$ cat src/rtl/ict_pkg.sv
`timescale 1ns/1ps
package ict_pkg;

  typedef enum logic [2:0] {
    MD_TERM   = 3'd0,
    MD_RETRIG = 3'd1,
    MD_RATE   = 3'd2,
    MD_SQWAVE = 3'd3,
    MD_SWSTB  = 3'd4,
    MD_HWSTB  = 3'd5
  } ict_mode_e;

  // values 6 and 7 alias the two periodic modes
  function automatic logic [2:0] fold_mode(input logic [2:0] m);
    return (m[2] & m[1]) ? {1'b0, m[1:0]} : m;
  endfunction

  function automatic logic is_periodic(input logic [2:0] m);
    return (m == MD_RATE) || (m == MD_SQWAVE);
  endfunction

  // modes where gate is a level enable instead of a restart trigger
  function automatic logic gate_is_level(input logic [2:0] m);
    return (m == MD_TERM) || (m == MD_SWSTB);
  endfunction

endpackage

$ cat src/rtl/ict_decr.sv
`timescale 1ns/1ps
module ict_decr #(
  parameter int CW = 16
) (
  input  logic [CW-1:0] val,
  input  logic          bcd,
  output logic [CW-1:0] nxt
);
  localparam int NDIG = CW / 4;

  logic [NDIG-1:0] brw;
  logic [CW-1:0]   dec_bcd;

  assign brw[0] = 1'b1;

  for (genvar g = 0; g < NDIG; g++) begin : g_dig
    logic [3:0] dg;
    assign dg = val[g*4 +: 4];
    assign dec_bcd[g*4 +: 4] = !brw[g] ? dg : ((dg == 4'd0) ? 4'd9 : dg - 4'd1);
    if (g < NDIG - 1) begin : g_brw
      assign brw[g+1] = brw[g] & (dg == 4'd0);
    end
  end

  assign nxt = bcd ? dec_bcd : (val - CW'(1));
endmodule

$ cat src/rtl/ict_wave.sv
`timescale 1ns/1ps
module ict_wave #(
  parameter int PW = 17
) (
  input  logic [2:0]    mode,
  input  logic          armed,
  input  logic          expired,
  input  logic          pulse,
  input  logic [PW-1:0] phase,
  input  logic [PW-1:0] half,
  output logic          lvl
);
  import ict_pkg::*;

  logic raw;

  always_comb begin
    case (mode)
      MD_TERM:                   raw = expired;
      MD_RETRIG:                 raw = !expired;
      MD_RATE, MD_SWSTB, MD_HWSTB: raw = pulse;
      MD_SQWAVE:                 raw = (phase < half);
      default:                   raw = 1'b0;
    endcase
  end

  assign lvl = armed & raw;
endmodule

$ cat src/rtl/ict_channel.sv
`timescale 1ns/1ps
module ict_channel #(
  parameter int CW = 16
) (
  input  logic          clk,
  input  logic          rst_n,
  input  logic          tick_en,
  input  logic          gate,
  input  logic          cfg_we,
  input  logic [1:0]    cfg_access,
  input  logic [2:0]    cfg_mode,
  input  logic          cfg_bcd,
  input  logic          cnt_we,
  input  logic [CW-1:0] cnt_val,
  output logic          out_q,
  output logic [CW-1:0] count_q,
  output logic [7:0]    status_q
);
  import ict_pkg::*;

  localparam int NDIG = CW / 4;
  localparam int PW   = CW + 1;

  function automatic logic [PW-1:0] pow10(input int n);
    logic [PW-1:0] r;
    r = PW'(1);
    for (int i = 0; i < n; i++) r = r * PW'(10);
    return r;
  endfunction

  localparam logic [PW-1:0] BIN_SPAN = PW'(1) << CW;
  localparam logic [PW-1:0] BCD_SPAN = pow10(NDIG);

  // number of ticks in one full count of the written value
  function automatic logic [PW-1:0] span_of(input logic [CW-1:0] v, input logic bcd);
    logic [PW-1:0] acc;
    if (bcd) begin
      acc = '0;
      for (int i = NDIG - 1; i >= 0; i--) acc = acc * PW'(10) + PW'(v[i*4 +: 4]);
    end else begin
      acc = PW'(v);
    end
    if (v == '0) acc = bcd ? BCD_SPAN : BIN_SPAN;
    return acc;
  endfunction

  logic [2:0]    mode_r;
  logic [1:0]    acc_r;
  logic          bcd_r, seen_r, armed_r, expired_r, pulse_r, gate_q;
  logic [CW-1:0] init_r, cnt_r, dec_nxt;
  logic [PW-1:0] nspan_r, phase_r, half_w;
  logic          out_w;

  // named internal events
  logic gate_rise, load_evt, restart, gate_ok, tick_go, at_one, reload_evt, expire_evt;

  assign gate_rise  = gate & ~gate_q;
  assign load_evt   = cnt_we & ~cfg_we & seen_r;
  assign restart    = armed_r & gate_rise & ~gate_is_level(mode_r) & ~cfg_we & ~cnt_we;
  assign gate_ok    = gate | ~gate_is_level(mode_r);
  assign tick_go    = armed_r & tick_en & gate_ok & ~cfg_we & ~cnt_we & ~restart;
  assign at_one     = (cnt_r == CW'(1));
  assign reload_evt = tick_go & is_periodic(mode_r) & at_one;
  assign expire_evt = tick_go & ~is_periodic(mode_r) & at_one;
  assign half_w     = (nspan_r + PW'(1)) >> 1;

  ict_decr #(.CW(CW)) u_decr (
    .val (cnt_r),
    .bcd (bcd_r),
    .nxt (dec_nxt)
  );

  ict_wave #(.PW(PW)) u_wave (
    .mode    (mode_r),
    .armed   (armed_r),
    .expired (expired_r),
    .pulse   (pulse_r),
    .phase   (phase_r),
    .half    (half_w),
    .lvl     (out_w)
  );

  always_ff @(posedge clk) begin
    if (!rst_n) begin
      mode_r    <= '0;
      acc_r     <= '0;
      bcd_r     <= 1'b0;
      seen_r    <= 1'b0;
      armed_r   <= 1'b0;
      expired_r <= 1'b0;
      pulse_r   <= 1'b0;
      gate_q    <= 1'b0;
      init_r    <= '0;
      cnt_r     <= '0;
      nspan_r   <= '0;
      phase_r   <= '0;
    end else begin
      gate_q <= gate;
      if (cfg_we) begin
        mode_r    <= fold_mode(cfg_mode);
        acc_r     <= cfg_access;
        bcd_r     <= cfg_bcd;
        seen_r    <= 1'b1;
        armed_r   <= 1'b0;
        expired_r <= 1'b0;
        pulse_r   <= 1'b0;
        phase_r   <= '0;
      end else if (load_evt) begin
        armed_r   <= 1'b1;
        init_r    <= cnt_val;
        nspan_r   <= span_of(cnt_val, bcd_r);
        cnt_r     <= cnt_val;
        phase_r   <= '0;
        expired_r <= 1'b0;
        pulse_r   <= 1'b0;
      end else if (restart) begin
        cnt_r     <= init_r;
        phase_r   <= '0;
        expired_r <= 1'b0;
        pulse_r   <= 1'b0;
      end else if (tick_go) begin
        if (reload_evt) begin
          cnt_r   <= init_r;
          phase_r <= '0;
        end else begin
          cnt_r   <= dec_nxt;
          phase_r <= phase_r + PW'(1);
        end
        pulse_r <= at_one & (is_periodic(mode_r) | ~expired_r);
        if (expire_evt) expired_r <= 1'b1;
      end
    end
  end

  assign out_q    = out_w;
  assign count_q  = cnt_r;
  assign status_q = {out_w, 1'b0, acc_r, mode_r, bcd_r};
endmodule

$ cat config.mk
export PLATFORM = sky130hd
export DESIGN_NAME = ict_channel
export DESIGN_NICKNAME = d
export VERILOG_FILES = /design/src/rtl/ict_pkg.sv /design/src/rtl/ict_decr.sv /design/src/rtl/ict_wave.sv /design/src/rtl/ict_channel.sv
export SDC_FILE = /design/constraint.sdc
export NUM_CORES = 1
export LEC_CHECK = 0
export BUFFER_PORTS_ARGS = -buffer_cell sky130_fd_sc_hd__clkbuf_2
export CAP_MARGIN = 30
export CORE_AREA = 5 5 146 106
export CTS_BUF_LIST = sky130_fd_sc_hd__clkbuf_8
export CTS_CLUSTER_SIZE = 30
export DETAILED_ROUTE_END_ITERATION = 12
export DIE_AREA = 0 0 151 111
export PLACE_DENSITY = 0.62
export REMOVE_ABC_BUFFERS = 1
export SLEW_MARGIN = 30
export SYNTH_ARGS = -nofsm -noshare
export SYNTH_HDL_FRONTEND = slang
export SYNTH_HIERARCHICAL = 1
export SYNTH_SLANG_ARGS = --single-unit
$ cat constraint.sdc
create_clock -name clk -period 18.4 [get_ports clk]
set_input_delay 1.84 -clock clk [delete_from_list [all_inputs] [get_ports clk]]
set_output_delay 1.84 -clock clk [all_outputs]
set_load 0.02 [all_outputs]
==> impl_metrics.py, run 1 <==
metrics = {
    "flow_run": {
        "cap_viol_max_count": 0,
    },
    "synthesis": {
        "synth_edf_count": 0,
        "yosys.cell_types.count": 79,
        "yosysSeqAreaShare_pct": 23.1,
        "ys_warn_count": 6,
        "syn_area_um2": 6670,
        "ys_async_sr_fraction_pct": 0,
        "synthesis.instances": 828,
        "ys_seq_elements": 77,
        "ys.flop_type": "dfxtp_1",
        "synth.avg_cell_area_um2": 8.06,
    },
    "placement": {
        "io_buffers": 51,
        "dp.cells": 1045,
        "dp_hpwl_um": 13200,
        "gp_congestion": 0.850,
    },
    "layout": {
        "layout_commonest_cell": "nand2_1",
        "drive_gt1_share_pct": 11.4,
        "layout.cells.non_filler": 1061,
        "final_cell_mix": "nand2_1 (83), dfxtp_1 (77), nor2_1 (68), ha_1 (68), clkbuf_2 (51)",
        "regArea_um2": 1540,
        "utilization_pct": 52.9,
        "syn_to_final_growth_pct": 9.34,
        "nets": 968,
        "n_antenna_cell": 0,
        "fill_cells": 1347,
        "multi_input_area_um2": 4820,
    },
    "sta": {
        "setup_tns_ns": 0,
        "whs_ns": 0.467,
        "setup_violations": 0,
        "period_minus_slack_ns": 7.96,
        "rsz0062_at_grt": "false",
        "skew_ns": 0.0122,
        "period_share_pct": 43.3,
        "worst_slew_pin_slew_ns": 0.735,
        "hold_violations": 0,
        "max_freq_ghz": 0.126,
        "final_max_slew_viol_count": 0,
        "relSlewSlack_pct": 49.7,
    },
    "status": {
        "outcome": "finished, final reports clean",
    },
    "drt": {
        "first_pass_iters": 5,
        "wl_per_cell_um": 16.3,
        "drc": 0,
        "drt_iter0_markers": 393,
        "vias": 6078,
        "ant_nets": 0,
        "drt-total-wl_um": 17300,
        "routed_via_density": 5.73,
    },
    "floorplan": {
        "rows": 36,
        "coreArea_um2": 13800,
        "start_util_pct": 48.4,
        "pin_count": 53,
        "die_x_um": 151,
        "die_y_um": 111,
        "die-area_um2": 16800,
    },
    "global_routing": {
        "grt_use_total_pct": 20.8,
        "grt_pass1_wl_um": 28900,
        "antenna_found_initial": 0,
        "grt_max_degree": 63,
        "grt_overflow_total": 0,
        "grt_pass1_vias": 5922,
    },
    "worst_hold_path": {
        "holdPathEnd": "init_r[6]$_SDFFE_PN0P_",
        "hold_path_depth": 2,
        "hold_class": "reg -> reg",
        "min_from": "init_r[6]$_SDFFE_PN0P_",
    },
    "pwr": {
        "total_power_mw": 1.11,
        "powerDensity_nw_per_um2": 153,
        "p_leak_nw": 3.03,
        "peakVddDrop_mv": 0.148,
    },
    "setup_path": {
        "crit_path_max_fanout": 7,
        "r2r-start": "bcd_r$_SDFFE_PN0P_",
        "startpoint_type": "input pin",
        "arrival_ns": 8.25,
        "critical-path-max-stage-delay_ns": 0.51,
        "crit_path_top_delay_cell": "fa_1",
        "rr_endpoint": "count_q[13]$_SDFFE_PN0P_",
        "crit_path_end_kind": "flip-flop",
        "critical_path_class": "in -> reg",
        "path_common_cell": "ha_1",
        "rrSetupSlack_ns": 15.63,
        "required_ns": 18.69,
        "reg2reg_depth": 9,
    },
    "clock_tree": {
        "cts_resized": 0,
        "htreeDepth": 3,
        "clk_latency_ns": 0.36,
        "clock_sinks": 77,
        "cts_made_buffers": 9,
        "cts_setup_buffers": 0,
        "cts_hold_buf": 0,
        "clk_pin_slew_ns": 0.08,
        "root_buffer": "clkbuf_8",
        "clockBufferDepth": 2,
        "cts_tree": "built",
    },
}
metal layers:
layer / track usage, % / up-vias / routed length (um)
li1: - / 3018 / -
met1: 30.2 / 2869 / 8500
met2: 32.0 / 169 / 7660
met3: 4.05 / 22 / 905
met4: 4.17 / 0 / 204
met5: 0 / - / 0
power by group:
group	total, mW	internal (mW)	leakage (nW)	switching [mW]
Clock	0.132	0.0659	0.0943	0.0658
Sequential	0.180	0.172	0.625	0.00817
Combinational	0.802	0.332	2.31	0.470
Total	1.11	0.570	3.03	0.544
worst max-delay path by stage:
stage | cells past startpoint | endpoint | startpoint
after floorplan | 26 | nspan_r[15]$_SDFFE_PN0P_ | cnt_val[13]
after global placement | 27 | nspan_r[15]$_SDFFE_PN0P_ | cnt_val[13]
after detailed placement | 25 | nspan_r[16]$_SDFFE_PN0P_ | cnt_val[13]
after CTS | 25 | nspan_r[16]$_SDFFE_PN0P_ | cnt_val[13]
after global routing | 27 | nspan_r[15]$_SDFFE_PN0P_ | cnt_val[13]
final | 25 | nspan_r[16]$_SDFFE_PN0P_ | cnt_val[13]
stage by stage:
step | setup WS, ns | cell area [um2]
2_1_floorplan | 10.86 | 6540
3_3_place_gp | 10.38 | 7090
3_5_place_dp | 10.18 | 7090
4_1_cts | 10.51 | 7290
5_1_grt | 10.10 | 7290
6_report | 10.44 | 7290
Yosys cell counts, types with 4 or more instances:
cell / instances / share of area (%)
nand2_1: 83 / 4.7
dfxtp_1: 77 / 23
nor2_1: 69 / 3.9
ha_1: 68 / 13
a21oi_1: 49 / 3.7
inv_1: 45 / 2.5
xnor2_1: 41 / 5.4
nor2b_1: 39 / 3.7
mux2i_1: 30 / 4.5
xor2_1: 29 / 3.8
a21boi_0: 27 / 3.0
o21ai_0: 25 / 1.9
clkbuf_1: 24 / 1.4
a211oi_1: 23 / 2.6
nand3_1: 20 / 1.5
nor4_1: 14 / 1.3
or3_1: 12 / 1.1
nand4_1: 11 / 1.0
nor3_1: 8 / 0.60
nand2b_1: 7 / 0.66
a21o_1: 6 / 0.68
and2_1: 6 / 0.56
fa_1: 6 / 1.8
o21a_1: 6 / 0.68
and4_1: 5 / 0.66
nor3b_1: 5 / 0.56
o21ai_1: 5 / 0.38
o221ai_1: 5 / 0.66
and3_1: 4 / 0.38
or2_2: 4 / 0.38
cell type report:
| cell class | count | share of cell area [%] |
|---|---|---|
| Clock buffer | 10 | 1.89 |
| Clock inverter | 6 | 0.858 |
| Inverter | 48 | 2.54 |
| Multi-Input combinational cell | 672 | 66.1 |
| Sequential cell | 77 | 21.1 |
| Tap cell | 190 | 3.26 |
| Timing Repair Buffer | 58 | 4.22 |
state kept, by name (all words and copies together) (netlist names):
signal     flops
bcd_r          1
armed_r        1
seen_r         1
mode_r         3
acc_r          2
pulse_r        1
count_q       16
gate_q         1
expired_r      1
nspan_r       17
phase_r       17
init_r        16
critical path, delay by kind of cell:
kind            cells  cell delay [ns]
simple gates        5             1.60
mux                 1             0.14
xor+xnor            2             0.48
fa+ha+maj           7             2.37
compound gates      7             1.38
buf+inv             3             0.44
cells by family (layout without fill, tap and decap cells):
kind of cell               after synthesis  in the layout  share of synthesized area (%)
and+or+nand+nor                        305            305                           23.5
muxes                                   33             33                           5.01
DFF                                     77             77                           23.1
adders and majority gates               74             74                           14.6
xor gates and xnor gates                72             72                           9.77
AOI/OAI and AO/OA                      186            186                           19.2
buffers and inverters                   80            122                           4.78
other                                    1              2                         0.0562
Power figures use the tool's default switching activity.
==> run 2, diff against run 1 <==
==> constraint.sdc (replaced) <==
create_clock -name clk -period 7.4 [get_ports clk]
set_input_delay 0.74 -clock clk [delete_from_list [all_inputs] [get_ports clk]]
set_output_delay 0.74 -clock clk [all_outputs]
set_load 0.02 [all_outputs]
==> impl_metrics.py, run 2 (synthesis gave the netlist of run 1 again) <==
metrics = {
    "clock_tree": {
        "cts_setup_buffers": 0,
        "clk_latency_ns": 0.36,
        "clock_sinks": 77,
        "htreeDepth": 3,
        "cts_made_buffers": 9,
        "root_buffer": "clkbuf_8",
        "cts_resized": 0,
        "cts_tree": "built",
        "cts_hold_buf": 0,
        "clockBufferDepth": 2,
        "clk_pin_slew_ns": 0.08,
    },
    "drt": {
        "drt-total-wl_um": 17200,
        "drc": 0,
        "wl_per_cell_um": 16.3,
        "drt_iter0_markers": 400,
        "vias": 6017,
        "routed_via_density": 5.68,
        "first_pass_iters": 5,
        "ant_nets": 0,
    },
    "pwr": {
        "peakVddDrop_mv": 0.394,
        "p_int_mw": 1.45,
        "total_power_mw": 2.77,
        "clkPwrFrac_pct": 13.1,
        "powerDensity_nw_per_um2": 379,
        "p_leak_nw": 3.05,
        "seq_power_share_pct": 16.2,
        "switching_power_mw": 1.32,
        "combPwrFrac_pct": 70.8,
        "swShare_pct": 47.6,
    },
    "setup_path": {
        "arrival_ns": 7.15,
        "required_ns": 7.66,
        "crit_path_end_kind": "flip-flop",
        "crit_path_top_delay_cell": "a2111oi_0",
        "critical-path-max-stage-delay_ns": 0.73,
        "crit_path_max_fanout": 7,
        "path_common_cell": "ha_1",
        "startpoint_type": "input pin",
        "crit_family": "adder cells",
        "critical_path_class": "in -> reg",
        "crit_buf_inv": 3,
    },
    "global_routing": {
        "grt_max_degree": 63,
        "grt_use_total_pct": 20.9,
        "grt_pass1_wl_um": 29000,
        "grt_overflow_total": 0,
        "antenna_found_initial": 0,
        "grt_pass1_vias": 5958,
    },
    "floorplan": {
        "coreArea_um2": 13800,
        "die_x_um": 151,
        "rows": 36,
        "start_util_pct": 48.4,
        "die-area_um2": 16800,
        "pin_count": 53,
        "die_y_um": 111,
    },
    "layout": {
        "drive_gt1_share_pct": 11.3,
        "layout_commonest_cell": "nand2_1",
        "final_cell_mix": "nand2_1 (83), dfxtp_1 (77), nor2_1 (68), ha_1 (68), clkbuf_2 (51)",
        "layout.cells.non_filler": 1060,
        "largest_registers": "nspan_r x17, phase_r x17",
        "nets": 967,
        "syn_to_final_growth_pct": 9.71,
        "n_antenna_cell": 0,
    },
    "sta": {
        "rsz0062_at_grt": "false",
        "relSlewSlack_pct": 45.8,
        "period_share_pct": 93.2,
        "max_freq_ghz": 0.145,
        "setup_violations": 0,
        "hold_violations": 0,
        "worst_slew_pin_slew_ns": 0.793,
        "skew_ns": 0.00493,
        "period_minus_slack_ns": 6.90,
        "whs_ns": 0.464,
        "timing.final.ws_setup_ns": 0.505,
        "setup_tns_ns": 0,
        "final_max_slew_viol_count": 0,
    },
    "placement": {
        "pre_cts_ws_ns": 0.171,
        "dp.cells": 1044,
        "dp_hpwl_um": 13100,
        "io_buffers": 51,
        "gp_congestion": 0.873,
    },
    "flow_run": {
        "cap_viol_max_count": 0,
    },
    "status": {
        "outcome": "finished, final reports clean",
    },
    "worst_hold_path": {
        "hold_class": "reg -> reg",
    },
}
==> run 2: cell count changes in the layout (fill, tap and decap cells not counted), sizes merged <==
cell	change
clkbuf	+4
clkinvlp	-2
clkinv	-2
buf	-1
==> run 2: final cells by class <==
type / count / area, um2
fill: 1380 / 6460
multi-input combinational: 672 / 4820
sequential: 77 / 1540
timing repair buffer: 57 / 300
tap: 190 / 238
clock buffer: 14 / 193
inverter: 48 / 185
clock inverter: 2 / 37.5
==> run 2: power by group through the flow <==
stage	Clock (mW)	Combinational [mW]	Sequential (mW)
2_1_floorplan	0	1.54	0.461
3_3_place_gp	0	1.89	0.457
3_5_place_dp	0	1.94	0.458
4_1_cts	0.369	1.95	0.448
5_1_grt	0.387	2.19	0.451
6_report	0.362	1.96	0.449
==> run 2: path summary, 6_finish.rpt <==
| check | slack (ns) | cells after the start | endpoint | start |
|---|---|---|---|---|
| worst min register to register | 0.46 | 2 | init_r[1]$_SDFFE_PN0P_ | init_r[1]$_SDFFE_PN0P_ |
| worst max-delay path | 0.50 | 27 | nspan_r[15]$_SDFFE_PN0P_ | cnt_val[13] |
| worst min-delay path | 0.46 | 2 | init_r[1]$_SDFFE_PN0P_ | init_r[1]$_SDFFE_PN0P_ |
| worst max register to register | 4.57 | 10 | count_q[13]$_SDFFE_PN0P_ | count_q[0]$_SDFFE_PN0P_ |
==> run 2: layer usage <==
| layer | up-vias | routed length [um] | track usage [%] |
|---|---|---|---|
| li1 | 3019 | - | - |
| met1 | 2841 | 8550 | 30.1 |
| met2 | 142 | 7530 | 31.8 |
| met3 | 15 | 973 | 4.99 |
| met4 | 0 | 173 | 4.17 |
| met5 | - | 0 | 0 |
==> run 2: worst register-to-register path: stages, from the launching register on <==
cell and delay [ns]:
dfxtp_1 0.38, inv_1 0.11, ha_1 0.20, nor4bb_1 0.61, nand2_1 0.35, a211oi_1 0.35
mux2i_1 0.23, mux2i_1 0.10, a211oi_1 0.26, a21oi_1 0.07, nor2b_1 0.11
==> run 2: metrics by stage <==
step           instance area, um2  utilization (%)
3_5_place_dp                 7090             51.4
5_1_grt                      7320             53.1
3_3_place_gp                 7090             51.4
6_report                     7320             53.1
4_1_cts                      7320             53.1
2_1_floorplan                6540                -
==> run 3, diff against run 2 <==
--- a/config.mk
+++ b/config.mk
@@ -7,12 +7,14 @@
 export LEC_CHECK = 0
 export BUFFER_PORTS_ARGS = -buffer_cell sky130_fd_sc_hd__clkbuf_2
 export CAP_MARGIN = 30
-export CORE_AREA = 5 5 146 106
+export CELL_PAD_IN_SITES_DETAIL_PLACEMENT = 2
+export CELL_PAD_IN_SITES_GLOBAL_PLACEMENT = 2
+export CORE_AREA = 5 5 165 119
 export CTS_BUF_LIST = sky130_fd_sc_hd__clkbuf_8
 export CTS_CLUSTER_SIZE = 30
 export DETAILED_ROUTE_END_ITERATION = 12
-export DIE_AREA = 0 0 151 111
-export PLACE_DENSITY = 0.62
+export DIE_AREA = 0 0 170 124
+export PLACE_DENSITY = 0.78
 export REMOVE_ABC_BUFFERS = 1
 export SLEW_MARGIN = 30
 export SYNTH_ARGS = -nofsm -noshare
==> impl_metrics.py, run 3 (synthesis gave the netlist of run 1 again) <==
metrics = {
    "setup_path": {
        "rrSetupSlack_ns": 4.49,
        "crit_path_max_fanout": 7,
        "rr_endpoint": "count_q[13]$_SDFFE_PN0P_",
        "critical_path_class": "in -> reg",
        "required_ns": 7.69,
        "critical-path-max-stage-delay_ns": 0.52,
        "arrival_ns": 7.32,
        "path_common_cell": "ha_1",
        "reg2reg_depth": 9,
        "crit_buf_inv": 3,
        "crit_family": "adder cells",
        "crit_path_top_delay_cell": "fa_1",
        "crit_path_end_kind": "flip-flop",
        "r2r-start": "bcd_r$_SDFFE_PN0P_",
        "startpoint_type": "input pin",
    },
    "pwr": {
        "powerDensity_nw_per_um2": 388,
        "p_leak_nw": 3.02,
        "peakVddDrop_mv": 0.344,
    },
    "sta": {
        "setup_violations": 0,
        "period_minus_slack_ns": 7.03,
        "final_max_slew_viol_count": 0,
        "whs_ns": 0.473,
        "relSlewSlack_pct": 52.0,
        "period_share_pct": 95.0,
        "setup_tns_ns": 0,
        "skew_ns": 0.0134,
        "hold_violations": 0,
        "max_freq_ghz": 0.142,
        "worst_slew_pin_slew_ns": 0.720,
        "rsz0062_at_grt": "false",
        "timing.final.ws_setup_ns": 0.373,
    },
    "clock_tree": {
        "clk_latency_ns": 0.36,
        "clockBufferDepth": 2,
        "htreeDepth": 3,
        "cts_tree": "built",
        "cts_setup_buffers": 0,
        "root_buffer": "clkbuf_8",
        "clk_pin_slew_ns": 0.08,
        "cts_resized": 0,
        "cts_made_buffers": 9,
        "clock_sinks": 77,
        "cts_hold_buf": 0,
    },
    "drt": {
        "drt-total-wl_um": 22400,
        "drt_iter0_markers": 259,
        "wl_per_cell_um": 20.3,
        "first_pass_iters": 4,
        "drc": 0,
        "vias": 6235,
        "routed_via_density": 5.64,
        "ant_nets": 0,
    },
    "placement": {
        "gp_congestion": 0.819,
        "dp_hpwl_um": 17100,
        "io_buffers": 51,
        "pre_cts_ws_ns": -0.0653,
    },
    "global_routing": {
        "grt_use_total_pct": 21.8,
        "grt_pass1_vias": 6986,
        "antenna_found_initial": 0,
        "grt_pass1_wl_um": 36900,
        "grt_max_degree": 63,
        "grt_overflow_total": 0,
    },
    "worst_hold_path": {
        "hold_class": "reg -> reg",
        "holdPathEnd": "init_r[5]$_SDFFE_PN0P_",
        "min_from": "init_r[5]$_SDFFE_PN0P_",
        "hold_path_depth": 2,
    },
    "flow_run": {
        "cap_viol_max_count": 0,
    },
    "status": {
        "outcome": "finished, final reports clean",
    },
    "floorplan": {
        "coreArea_um2": 17800,
        "pin_count": 53,
        "die_x_um": 170,
        "die_y_um": 124,
        "rows": 41,
        "die-area_um2": 21100,
        "start_util_pct": 37.5,
    },
    "layout": {
        "largest_registers": "nspan_r x17, phase_r x17",
        "fill_cells": 2067,
        "nets": 968,
        "final_cell_mix": "nand2_1 (83), dfxtp_1 (77), nor2_1 (68), ha_1 (68), clkbuf_2 (51)",
        "drive_gt1_share_pct": 11.3,
        "n_antenna_cell": 0,
        "utilization_pct": 41.1,
        "syn_to_final_growth_pct": 9.79,
        "layout_commonest_cell": "nand2_1",
    },
}
[run 3: cell count changes in the layout (fill, tap and decap cells not counted), sizes merged]
cell,delta
clkinv,+3
buf,+1
clkbuf,-4
bufinv,-1
[run 3: layer usage]
layer	GRT usage [%]	wire (um)	vias to the layer above	share of wire [%]
met5	0	0	-	0
met4	3.74	204	0	0.91
met3	3.01	401	16	1.8
met2	37.4	10700	65	48
met1	29.8	11100	3133	49
li1	-	-	3021	-
[run 3: worst max path at each step]
| stage | startpoint | cells after the start | slack, ns | end |
|---|---|---|---|---|
| after floorplan | cnt_val[13] | 26 | 0.96 | nspan_r[15]$_SDFFE_PN0P_ |
| after global placement | cnt_val[13] | 25 | 0.47 | nspan_r[16]$_SDFFE_PN0P_ |
| after detailed placement | cnt_val[15] | 28 | -0.07 | nspan_r[15]$_SDFFE_PN0P_ |
| after CTS | cnt_val[15] | 28 | 0.28 | nspan_r[15]$_SDFFE_PN0P_ |
| after global routing | cnt_val[9] | 29 | 0.006 | nspan_r[15]$_SDFFE_PN0P_ |
| final | cnt_val[13] | 26 | 0.37 | nspan_r[16]$_SDFFE_PN0P_ |
[run 3: through the flow]
stage	instances	area, um2	total power, mW
3_5_place_dp	1091	7150	2.52
2_1_floorplan	797	6540	2.00
6_report	1105	7320	2.84
5_1_grt	1105	7320	3.10
4_1_cts	1105	7320	2.84
3_3_place_gp	1091	7150	2.40
[run 3: report_power, final]
part	leakage, nW	switching [mW]	internal [mW]
registers	0.625	0.0224	0.428
clock network	0.0840	0.167	0.127
logic	2.31	1.26	0.833
[run 3: layout make-up]
type / count / area [um2] / share of cell area [%]
Sequential cell: 77 / 1540 / 21.0
Clock inverter: 4 / 26.3 / 0.359
Tap cell: 236 / 295 / 4.03
Inverter: 48 / 185 / 2.53
Clock buffer: 10 / 138 / 1.88
Multi-Input combinational cell: 672 / 4830 / 66.0
Timing Repair Buffer: 58 / 308 / 4.20
[run 3: worst register-to-register path, stage by stage (launching register included)]
cell	delay [ns]
dfxtp_1	0.42
buf_4	0.38
nor4bb_1	0.54
nand2_1	0.37
a211oi_1	0.38
mux2i_1	0.26
mux2i_1	0.10
a211oi_1	0.24
a21oi_1	0.06
nor2b_1	0.11
